===== src/rtl/csync_pkg.sv =====
package csync_pkg;
  localparam int CHAR_W = 8;
  localparam int CRC_W  = 16;
  localparam logic [CRC_W-1:0] CRC_POLY   = 16'h1021;
  localparam logic [CRC_W-1:0] CRC_PRESET = 16'hFFFF;

  typedef enum logic [2:0] {
    ST_IDLE, ST_DATA, ST_SYN0, ST_CRCH, ST_CRCL
  } tx_state_e;

  // CRC over one character, bits taken in transmit order (LSB first)
  function automatic logic [CRC_W-1:0] crc_char(input logic [CRC_W-1:0] c,
                                                input logic [CHAR_W-1:0] d);
    logic [CRC_W-1:0] r;
    logic fb;
    r = c;
    for (int i = 0; i < CHAR_W; i++) begin
      fb = r[CRC_W-1] ^ d[i];
      r  = {r[CRC_W-2:0], 1'b0};
      if (fb) r = r ^ CRC_POLY;
    end
    return r;
  endfunction

  function automatic logic [CHAR_W-1:0] rev_char(input logic [CHAR_W-1:0] d);
    logic [CHAR_W-1:0] r;
    for (int i = 0; i < CHAR_W; i++) r[i] = d[CHAR_W-1-i];
    return r;
  endfunction
endpackage


===== src/rtl/csync_crc16.sv =====
module csync_crc16
  import csync_pkg::*;
(
  input  logic              clk,
  input  logic              rst_n,
  input  logic              start,
  input  logic              step,
  input  logic [CHAR_W-1:0] data,
  output logic [CRC_W-1:0]  crc
);
  always_ff @(posedge clk or negedge rst_n) begin
    if (!rst_n)     crc <= CRC_PRESET;
    else if (start) crc <= crc_char(CRC_PRESET, data);
    else if (step)  crc <= crc_char(crc, data);
  end
endmodule


===== src/rtl/csync_shift.sv =====
module csync_shift #(
  parameter int CHAR_W = 8
) (
  input  logic              clk,
  input  logic              rst_n,
  input  logic              bit_en,
  input  logic [CHAR_W-1:0] load_val,
  output logic              boundary,
  output logic              txd
);
  localparam int BC_W = $clog2(CHAR_W);
  localparam logic [BC_W-1:0] LAST = BC_W'(CHAR_W - 1);

  logic [CHAR_W-1:0] sh_q;
  logic [BC_W-1:0]   bc_q;

  assign boundary = bit_en && (bc_q == LAST);
  assign txd      = sh_q[0];

  always_ff @(posedge clk or negedge rst_n) begin
    if (!rst_n) begin
      sh_q <= '1;
      bc_q <= LAST;
    end else if (bit_en) begin
      if (bc_q == LAST) begin
        sh_q <= load_val;
        bc_q <= '0;
      end else begin
        sh_q <= {1'b1, sh_q[CHAR_W-1:1]};
        bc_q <= bc_q + 1'b1;
      end
    end
  end
endmodule


===== src/rtl/csync_tx.sv =====
module csync_tx
  import csync_pkg::*;
#(
  parameter int CNT_W = 16
) (
  input  logic              clk,
  input  logic              rst_n,
  input  logic              bit_en,
  input  logic              bisync_mode,
  input  logic [1:0]        fill_policy,
  input  logic [CHAR_W-1:0] syn0,
  input  logic [CHAR_W-1:0] syn1,
  input  logic [CNT_W-1:0]  msg_limit,
  input  logic              underrun_clr,
  input  logic [CHAR_W-1:0] in_data,
  input  logic              in_valid,
  output logic              in_ready,
  output logic              txd,
  output logic              msg_active,
  output logic              underrun_flag
);
  tx_state_e         state_q, state_d;
  logic [CNT_W-1:0]  cnt_q;
  logic [CRC_W-1:0]  crc;
  logic [CHAR_W-1:0] next_char;
  logic              boundary, at_limit, may_take, take, set_unr;
  logic              crc_start, crc_step;

  csync_shift #(.CHAR_W(CHAR_W)) u_shift (
    .clk(clk), .rst_n(rst_n), .bit_en(bit_en),
    .load_val(next_char), .boundary(boundary), .txd(txd)
  );

  assign crc_start = take && (state_q == ST_IDLE);
  assign crc_step  = take && (state_q == ST_DATA);

  csync_crc16 u_crc (
    .clk(clk), .rst_n(rst_n), .start(crc_start), .step(crc_step),
    .data(in_data), .crc(crc)
  );

  assign at_limit   = (msg_limit != '0) && (cnt_q == msg_limit);
  assign may_take   = (state_q == ST_IDLE) || ((state_q == ST_DATA) && !at_limit);
  assign in_ready   = boundary && may_take;
  assign take       = in_ready && in_valid;
  assign msg_active = (state_q == ST_DATA);

  // choice of the character that follows the one now on the line
  always_comb begin
    state_d   = ST_IDLE;
    next_char = syn1;
    set_unr   = 1'b0;
    unique case (state_q)
      ST_IDLE: begin
        if (in_valid) begin
          state_d   = ST_DATA;
          next_char = in_data;
        end
      end
      ST_DATA: begin
        if (in_valid && !at_limit) begin
          state_d   = ST_DATA;
          next_char = in_data;
        end else begin
          set_unr = !at_limit;
          if (fill_policy[1]) begin
            state_d   = ST_CRCH;
            next_char = rev_char(crc[CRC_W-1 -: CHAR_W]);
          end else if (fill_policy[0] && bisync_mode) begin
            state_d   = ST_SYN0;
            next_char = syn0;
          end
        end
      end
      ST_CRCH: begin
        state_d   = ST_CRCL;
        next_char = rev_char(crc[CHAR_W-1:0]);
      end
      ST_CRCL: begin
        if (fill_policy[0] && bisync_mode) begin
          state_d   = ST_SYN0;
          next_char = syn0;
        end
      end
      default: ;
    endcase
  end

  always_ff @(posedge clk or negedge rst_n) begin
    if (!rst_n) begin
      state_q       <= ST_IDLE;
      cnt_q         <= '0;
      underrun_flag <= 1'b0;
    end else begin
      if (boundary) state_q <= state_d;
      if (take) cnt_q <= (state_q == ST_IDLE) ? CNT_W'(1) : cnt_q + 1'b1;
      if (boundary && set_unr) underrun_flag <= 1'b1;
      else if (underrun_clr)   underrun_flag <= 1'b0;
    end
  end
endmodule


===== config.mk =====
export PLATFORM = sky130hd
export DESIGN_NAME = csync_tx
export DESIGN_NICKNAME = d
export VERILOG_FILES = /design/src/rtl/csync_pkg.sv /design/src/rtl/csync_crc16.sv /design/src/rtl/csync_shift.sv /design/src/rtl/csync_tx.sv
export SDC_FILE = /design/constraint.sdc
export NUM_CORES = 1
export LEC_CHECK = 0
export ABC_AREA = 1
export BUFFER_PORTS_ARGS = -buffer_cell sky130_fd_sc_hd__buf_2
export CAP_MARGIN = 25
export CORE_MARGIN = 1.5
export CORE_UTILIZATION = 54
export DETAILED_ROUTE_END_ITERATION = 16
export PLACE_DENSITY = 0.84
export SYNTH_ARGS = -nofsm -noshare
export SYNTH_HDL_FRONTEND = slang
export SYNTH_HIERARCHICAL = 1
export SYNTH_SLANG_ARGS = --single-unit

===== constraint.sdc =====
create_clock -name clk -period 2.1 [get_ports clk]
set_clock_uncertainty 0.15 [all_clocks]
set_input_delay 0.21 -clock clk [delete_from_list [all_inputs] [get_ports clk]]
set_output_delay 0.21 -clock clk [all_outputs]
set_load 0.1 [all_outputs]

==> impl_metrics.ini <==
[power_and_ir_drop]
power_density_nw_per_um2 = 945
leakagePower_nw = 2.94
power.total_mw = 5.26
irDropWorstVdd_uv = 583

[setup_path]
cp_max_fo = 5
start_kind = register
critPathArrivalTime_ps = 2310
worst-setup-path-type = reg -> reg
critPathRequiredTime_ps = 2190
critical_path.endpoint_type = register

[die]
dieWidth_um = 93.9
initial_core_util = 0.569
row_count = 32
die_h_um = 93.9
core_um2 = 7850
die-area_um2 = 8820
pin_count = 52

[sta]
layout_setup_ws_ps = -124
setup_viol_count_final = 14
worstMarginPinSlew_ps = 488
maxSlewHeadroom = 0.677
finalHoldWorstSlack_ps = 82.9
fin_setup_tns_ps = -679
fin_crit_sh = 1.06
finalCriticalPeriod_ps = 2220
clock.fmax_mhz = 450
maxSlewViolCount = 0
finalHoldViolCount = 0
rsz0062_at_grt = yes

[finish]
postLayoutCellArea_um2 = 5570
diodes = 0
fin_util = 0.710
layout.nets = 906
mostFrequentLayoutCells = nand2_1, inv_1, nor2_1
layout-drive-gt1-share = 0.263
final_common_cell = nand2_1
instances_no_fill = 957
area.growth.synth_to_final_pct = 24.8

[detailed_routing]
vias = 5346
wl_per_cell_um = 14.7
drtIter0Drc = 434
dr.pass1.iters = 5
drt_wl_total_um = 14100
via_per_inst = 5.59
drc_errors = 0
antenna_left = 0

[logic_synthesis]
synth_seq_area_share = 0.271
syn_nets = 809
synth.distinct_cells = 36
synth_top_cell_area_share = 0.237
ys_warn_count = 6
netlist_instances = 757
async_reset_ff_frac = 1.00
synth-edff-count = 0
synthFlopType = dfstp_2
synth_area_um2 = 4460
yosysTopAreaCell = nand2_1
synth_area_leaders = nand2_1, dfstp_2, dfrtp_1
synth_seq_cells = 47
syn_area_per_cell_um2 = 5.90

[grt]
grtUsageTotal = 0.310
grt_overflow_total = 0
grt_pass1_wl_um = 21900
grt_pass1_vias = 4977
grt_start_max_net_pins = 44
antenna_found_initial = 0

[clock_tree]
numCtsBuffers = 5
clk_pin_slew_ps = 100
insertion_delay_ps = 310
cts-root-buf = clkbuf_8
htreeDepth = 2
cts_num_sinks = 47
clock_path_buffers = 2
cts_tree = done

[status]
status = complete, but fails checks
violations = negative setup slack

[placement]
place.gp.congestion = 1.05
port_buffers = 51
post-place-ws_ps = -204
post-place-cells = 927
placed_area_um2 = 5080
dp_hpwl_um = 9780

[hold_path]
hold_path.class = in -> reg

[run]
max_cap_violations = 0
==> registers in the layout, summed over array words and instances (netlist names) <==
signal / cells
state_q: 3
u_shift/bc_q: 3
u_shift/sh_q: 8
cnt_q: 16
underrun_flag: 1
u_crc/crc: 16
==> report_power, final <==
group	leakage, nW	switching, mW	total, mW	internal, mW
Combinational	2.32	1.78	2.84	1.06
Clock	0.0654	0.343	0.819	0.477
Sequential	0.559	0.292	1.60	1.31
==> area by class of cell <==
| type | count | area [µm²] |
|---|---|---|
| clock inverters | 2 | 60.1 |
| multi-input cells | 574 | 2850 |
| inverters | 112 | 435 |
| repair buffers | 114 | 815 |
| clock buffers | 6 | 72.6 |
| well taps | 102 | 128 |
| fillers | 658 | 2280 |
| flip-flops and latches | 47 | 1210 |
==> repair_timing <==
action | in CTS | in global routing
hold buffers | 2 | 0
pin swaps | 9 | 14
resized for setup | 28 | 27
setup buffers | 6 | 15
endpoints found under the hold margin | 25 | 0
setup endpoints to repair | 18 | 41
cloned | 0 | 1
==> metal layers <==
metal / part of all wire / track usage / up-vias
met5: 0 / 0 / -
met1: 0.40 / 0.380 / 2434
met2: 0.49 / 0.561 / 293
li1: - / - / 2558
met4: 0.040 / 0.119 / 0
met3: 0.066 / 0.0251 / 61
==> synth_stat cells, types with 8 or more instances <==
library cell,n
xor2_1,11
o22ai_1,11
nor2_1,82
xnor2_1,8
nor3_1,18
o21ai_0,27
nand3_1,41
a21oi_1,28
nand2_2,14
inv_1,99
inv_2,10
nand4_1,19
dfrtp_1,20
nand2_1,282
dfstp_2,27
==> worst max-delay path, stage by stage (launching register included) <==
cell,delay (ps)
dfstp_2,580
ha_4,160
ha_4,150
nand2_4,60
inv_4,80
inv_4,40
a21oi_4,140
nand3_2,110
inv_4,100
inv_2,50
nor2_4,140
inv_2,90
nand2_1,60
nand2_1,70
o21ai_2,80
a21oi_2,80
==> cells by family after synthesis <==
| family | Yosys count | share of synthesized area |
|---|---|---|
| XOR/XNOR | 19 | 0.0373 |
| AO/OA/AOI/OAI | 76 | 0.0933 |
| flip-flops | 47 | 0.271 |
| multiplexers | 4 | 0.00897 |
| adder cells (fa/ha/maj) | 4 | 0.0112 |
| buffers and inverters | 137 | 0.133 |
| AND/OR/NAND/NOR | 470 | 0.446 |
==> path summary, 6_finish.rpt <==
| path | startpoint | slack [ps] | endpoint | cells past startpoint |
|---|---|---|---|---|
| setup / recovery | u_shift/bc_q[1] | -120 | u_crc/crc[5] | 15 |
| hold / removal | bit_en | 80 | u_shift/bc_q[1] | 3 |
| setup reg to reg | u_shift/bc_q[1] | -120 | u_crc/crc[5] | 15 |
| hold reg to reg | u_shift/sh_q[4] | 330 | u_shift/sh_q[4] | 2 |
| max in group asynchronous | rst_n | 1180 | u_crc/crc[0] | 3 |
| min in group asynchronous | rst_n | 290 | u_shift/sh_q[5] | 2 |
(Power assumes the default switching activity.)
